`src/rtl/mash21_pkg.sv`:
```
package mash21_pkg;

    // Combined output word: y1 + 2 * second difference of y2 spans -9..+9.
    localparam int OUT_W  = 5;
    // Depth of the back-loop decision history used by the combiner.
    localparam int HIST_D = 2;

    typedef logic signed [OUT_W-1:0] mash_word_t;
    typedef logic signed [1:0]       pm_t;

    // Decisions of both loops for one sample.
    typedef struct packed {
        logic front_hi;
        logic back_hi;
    } mash_bits_t;

    // Map a decision bit to +1 / -1.
    function automatic pm_t pm_of(input logic hi);
        return hi ? 2'sd1 : -2'sd1;
    endfunction

endpackage

```
`src/rtl/mash21_loop2.sv`:
```
module mash21_loop2 #(
    parameter int IN_W = 16
) (
    input  logic                   clk,
    input  logic                   rst,
    input  logic                   en,
    input  logic signed [IN_W-1:0] x_i,
    output logic                   hi_o,
    output logic signed [IN_W+1:0] err_o
);
    localparam int EW = IN_W + 2;
    localparam int VW = IN_W + 4;
    localparam logic signed [VW-1:0] FS  = VW'(1) <<< (IN_W - 1);
    localparam logic signed [VW-1:0] LIM = FS <<< 1;

    logic signed [EW-1:0] e_d1, e_d2;
    logic signed [VW-1:0] v_acc, resid;

    always_comb begin
        v_acc = VW'(x_i) + (VW'(e_d1) <<< 1) - VW'(e_d2);
        hi_o  = !v_acc[VW-1];
        resid = hi_o ? (v_acc - FS) : (v_acc + FS);
        if (resid > LIM)
            err_o = EW'(LIM);
        else if (resid < -LIM)
            err_o = EW'(-LIM);
        else
            err_o = EW'(resid);
    end

    always_ff @(posedge clk) begin
        if (rst) begin
            e_d1 <= '0;
            e_d2 <= '0;
        end else if (en) begin
            e_d1 <= err_o;
            e_d2 <= e_d1;
        end
    end

    // the stored front error never leaves the saturated window
    assert_front_err_window_R5: assert property (@(posedge clk) disable iff (rst)
        (VW'(e_d1) <= LIM) && (VW'(e_d1) >= -LIM) && (VW'(e_d2) <= LIM) && (VW'(e_d2) >= -LIM));

endmodule

```
`src/rtl/mash21_loop1.sv`:
```
module mash21_loop1 #(
    parameter int IN_W = 16
) (
    input  logic                   clk,
    input  logic                   rst,
    input  logic                   en,
    input  logic signed [IN_W+1:0] u_i,
    output logic                   hi_o
);
    localparam int EW = IN_W + 2;
    localparam int VW = IN_W + 4;
    localparam logic signed [VW-1:0] LVL = VW'(1) <<< IN_W;

    logic signed [EW-1:0] e_d1;
    logic signed [VW-1:0] v_acc, resid;

    always_comb begin
        v_acc = VW'(u_i) + VW'(e_d1);
        hi_o  = !v_acc[VW-1];
        resid = hi_o ? (v_acc - LVL) : (v_acc + LVL);
    end

    always_ff @(posedge clk) begin
        if (rst)
            e_d1 <= '0;
        else if (en)
            e_d1 <= EW'(resid);
    end

    // back-loop error is bounded by its decision level
    assert_back_err_bounded_R6: assert property (@(posedge clk) disable iff (rst)
        (VW'(e_d1) <= LVL) && (VW'(e_d1) >= -LVL));

endmodule

```
`src/rtl/mash21_combine.sv`:
```
module mash21_combine
    import mash21_pkg::*;
(
    input  logic       clk,
    input  logic       rst,
    input  logic       en,
    input  mash_bits_t bits_i,
    output mash_word_t word_o,
    output logic       s1_o,
    output logic       s2_o
);
    pm_t        y2_h [HIST_D];
    mash_word_t a1, a2, h1, h2, sum_w;

    always_comb begin
        a1    = OUT_W'(pm_of(bits_i.front_hi));
        a2    = OUT_W'(pm_of(bits_i.back_hi));
        h1    = OUT_W'(y2_h[0]);
        h2    = OUT_W'(y2_h[HIST_D-1]);
        sum_w = a1 + ((a2 - (h1 <<< 1) + h2) <<< 1);
    end

    always_ff @(posedge clk) begin
        if (rst) begin
            word_o <= '0;
            s1_o   <= 1'b0;
            s2_o   <= 1'b0;
            for (int k = 0; k < HIST_D; k++) y2_h[k] <= '0;
        end else if (en) begin
            word_o  <= sum_w;
            s1_o    <= bits_i.front_hi;
            s2_o    <= bits_i.back_hi;
            y2_h[0] <= pm_of(bits_i.back_hi);
            for (int k = 1; k < HIST_D; k++) y2_h[k] <= y2_h[k-1];
        end
    end

    // reset leaves the outputs at zero
    assert_reset_clear_R1: assert property (@(posedge clk)
        rst |=> (word_o == '0) && !s1_o && !s2_o);

    // idle edges change nothing visible
    assert_idle_hold_R3: assert property (@(posedge clk) disable iff (rst)
        !en |=> $stable(word_o) && $stable(s1_o) && $stable(s2_o));

    // every produced word is odd
    assert_word_odd_R7: assert property (@(posedge clk) disable iff (rst)
        en |=> word_o[0]);

    // word stays inside -9..+9
    assert_word_range_R7: assert property (@(posedge clk) disable iff (rst)
        (word_o <= 5'sd9) && (word_o >= -5'sd9));

endmodule

```
`src/rtl/mash21_top.sv`:
```
module mash21_top
    import mash21_pkg::*;
#(
    parameter int IN_W = 16
) (
    input  logic                    clk,
    input  logic                    rst,
    input  logic                    en,
    input  logic signed [IN_W-1:0]  din,
    output logic signed [OUT_W-1:0] dout,
    output logic                    s1_bit,
    output logic                    s2_bit
);
    logic                   front_hi, back_hi;
    logic signed [IN_W+1:0] front_err;
    mash_bits_t             bits;

    mash21_loop2 #(.IN_W(IN_W)) u_front (
        .clk(clk), .rst(rst), .en(en),
        .x_i(din), .hi_o(front_hi), .err_o(front_err)
    );

    mash21_loop1 #(.IN_W(IN_W)) u_back (
        .clk(clk), .rst(rst), .en(en),
        .u_i(front_err), .hi_o(back_hi)
    );

    assign bits = '{front_hi: front_hi, back_hi: back_hi};

    mash21_combine u_comb (
        .clk(clk), .rst(rst), .en(en),
        .bits_i(bits), .word_o(dout), .s1_o(s1_bit), .s2_o(s2_bit)
    );

endmodule

```
`config.mk`:
```
export PLATFORM = sky130hd
export DESIGN_NAME = mash21_top
export DESIGN_NICKNAME = d
export VERILOG_FILES = /design/src/rtl/mash21_pkg.sv /design/src/rtl/mash21_loop2.sv /design/src/rtl/mash21_loop1.sv /design/src/rtl/mash21_combine.sv /design/src/rtl/mash21_top.sv
export SDC_FILE = /design/constraint.sdc
export NUM_CORES = 1
export LEC_CHECK = 0
export ABC_AREA = 1
export CORE_UTILIZATION = 60
export DETAILED_ROUTE_END_ITERATION = 16
export PLACE_DENSITY = 0.79
export SYNTH_ARGS = -nofsm -noshare
export SYNTH_HDL_FRONTEND = slang
export SYNTH_SLANG_ARGS = --single-unit
```
`constraint.sdc`:
```
create_clock -name clk -period 23.3 [get_ports clk]
set_clock_uncertainty 0.05 [all_clocks]
set_input_delay 4.66 -clock clk [delete_from_list [all_inputs] [get_ports clk]]
set_output_delay 4.66 -clock clk [all_outputs]
set_load 0.005 [all_outputs]
```
==> flow_metrics.tcl <==
set metrics [dict create \
    status "complete, but fails checks" \
    violations "DRC" \
    gp_congestion 0.8851 \
    min_period_ns 11.51 \
    synth_area_um2 5513 \
    coreArea_um2 8806 \
    critPathRequiredTime_ns 23.50 \
    finalHoldViolCount 0 \
    grt_antenna_before_repair 0 \
    slowest_stage "fa_1" \
    grt_pass1_wl_um 21660 \
    r2r-start "u_front.e_d2[1]" \
    cts_buffers 9 \
    port_buffers 25 \
    cts_buffer_depth 2 \
    dr.pass1.iters 10 \
    maxSlewHeadroom 0.2890 \
    layout_commonest_cell "nand2_1" \
    drt-vias-per-instance 5.138 \
    initial_core_util 0.6260 \
    root_buffer "clkbuf_8" \
    tightest_slew_ns 1.065 \
    grt_max_degree 58 \
    cts_tree "built" \
    cts.sinks 65 \
    arrival_ns 11.72 \
    syn_nets 929 \
    final_cell_mix "248 x nand2_1, 178 x inv_1, 61 x dfxtp_1" \
    routed-via-count 5020 \
    grt_overflow 0 \
    fillers 784 \
    holdPathStages 2 \
    yosys_register_bits 65 \
    syn_area_per_cell_um2 6.555 \
    die-area_um2 9576 \
    hold_end "u_comb.word_o[4]" \
    hp-class "register to register" \
    setup_viol 0 \
    fmax_ghz 0.08685 \
    drv_cap 0 \
    slowest_delay_ns 0.55 \
    reg2reg_depth 44 \
    cts.clk_slew.worst_paths_ns 0.07 \
    final_nets 952 \
    initialDrtViolationCount 257 \
    drt-total-wl_um 11890 \
    worstSkewPairLatency_ns 0.35 \
    cts_resized 0 \
    whs_ns 0.4021 \
    die_h_um 97.86 \
    pin_count 26 \
    yosys_warnings 0 \
    worstSetupPathType "input pin to register" \
    place_hpwl_um 9259 \
    final_util 0.6830 \
    synth_cells 841 \
    setup_tns_ns 0 \
    worst_setup_path_start_kind "input pin" \
    rrSetupSlack_ns 16.26 \
    slew_violations 0 \
    area_delta_synth_final_pct 9.101 \
    stdcell_area_um2 6015 \
    worstHoldStart "u_comb.word_o[4]" \
    rsz0062_at_grt "false" \
    routedWlPerCell_um 12.17 \
    grt_usage 0.2758 \
    ctsHoldBuffers 0 \
    rr_endpoint "u_comb.word_o[4]" \
    cts_setup_buffers 0 \
    crit_fanout 17 \
    ys_seq_area_frac 0.2433 \
    fin_crit_sh 0.4942 \
    die_w_um 97.86 \
    antenna_cells 0 \
    post-route-drc-count 4 \
    place_area_um2 5848 \
    endpoint_kind "register" \
    drive_above_1_share 0.05293 \
    critPathMostFrequentCell "nand2_1" \
    grt_pass1_vias 4971 \
    yosysUniqueCellTypes 40 \
    htreeDepth 3 \
    postRouteAntennaNets 0 \
    rows 34 \
]
[stage by stage]
stage                     setup slack [ns]  instances
after floorplan                      12.62        841
after global placement               11.76        961
after detailed placement             11.49        961
after CTS                            11.84        977
after global routing                 11.03        977
final                                11.79        977
[critical path: cells and delay by family]
family                     cells  cell delay (ns)
AOI/OAI and AO/OA              4             0.86
xor gates and xnor gates       1             0.21
adders and majority gates      7             2.45
buffers and inverters         11             1.34
and+or+nand+nor               22             2.15
[cell usage after synthesis]
cell	n	share of area
buf_4	1	0.0014
nand2_2	5	0.0057
o21bai_1	2	0.0027
buf_6	2	0.0041
nor2_1	53	0.036
nand2_4	3	0.0061
nand3_2	3	0.0054
o311ai_0	1	0.0016
a21o_1	4	0.0054
a311oi_1	1	0.0016
xnor2_1	5	0.0079
o21a_1	1	0.0014
nor2_2	13	0.015
dfxtp_1	61	0.22
a21oi_2	1	0.0016
nand3_1	50	0.045
a21oi_1	39	0.035
o21ai_0	44	0.040
a21boi_0	1	0.0014
clkbuf_1	12	0.0082
xor2_1	7	0.011
inv_1	178	0.12
nand2_1	248	0.17
o211ai_1	2	0.0027
edfxtp_1	4	0.022
or2_0	1	0.0011
nand3b_1	3	0.0041
o31ai_1	2	0.0027
and3_1	1	0.0011
a32o_1	3	0.0054
a31oi_1	1	0.0011
or2_2	3	0.0034
nand4_1	7	0.0079
o22ai_1	4	0.0045
fa_1	23	0.084
ha_1	46	0.10
nor4_1	1	0.0011
a22o_1	2	0.0032
inv_4	1	0.0011
nor3_1	2	0.0018
[sequential cells by signal, summed over array words and instances (netlist names)]
register,count
u_comb.s1_o,1
u_front.e_d1,18
u_comb.s2_o,1
u_front.e_d2,18
u_back.e_d1,18
u_comb.word_o,5
u_comb.y2_h,4
[layer usage]
layer,share of wire,wire [µm],track usage
met1,0.47,5558,0.3398
met2,0.47,5569,0.4767
met3,0.041,487,0.04080
met4,0.023,278,0.1235
met5,0,0,0
[how the worst max path moves through the flow]
stage / startpoint / to / slack [ns] / cells after the start
after CTS: din[15] / u_comb.word_o[4] / 11.84 / 45
after detailed placement: din[15] / u_comb.word_o[4] / 11.49 / 43
after global placement: din[15] / u_comb.word_o[4] / 11.76 / 43
after global routing: din[15] / u_comb.word_o[4] / 11.03 / 47
final: din[15] / u_comb.word_o[4] / 11.79 / 45
after floorplan: din[15] / u_comb.word_o[4] / 12.62 / 43
[area by class of cell]
cell class	instances	area, µm²	area share
clock buffers	13	148.9	0.02476
well taps	108	135.1	0.02247
clock inverters	3	17.52	0.002912
inverters	179	674.4	0.1121
repair buffers	27	265.3	0.04410
flip-flops and latches	65	1341	0.2230
multi-input cells	582	3432	0.5706
[cells by family (layout without fill, tap and decap cells)]
logic type | count (synthesis) | in the layout | synth area share
AND/OR/NAND/NOR | 393 | 393 | 0.3030
AO/OA/AOI/OAI | 108 | 108 | 0.1108
buffers and inverters | 194 | 222 | 0.1360
adder cells (fa/ha/maj) | 69 | 69 | 0.1879
flip-flops | 65 | 65 | 0.2433
XOR/XNOR | 12 | 12 | 0.01906
Power is not shown: default switching activity piles up to over one toggle a cycle in this logic, so the estimate is an artifact.
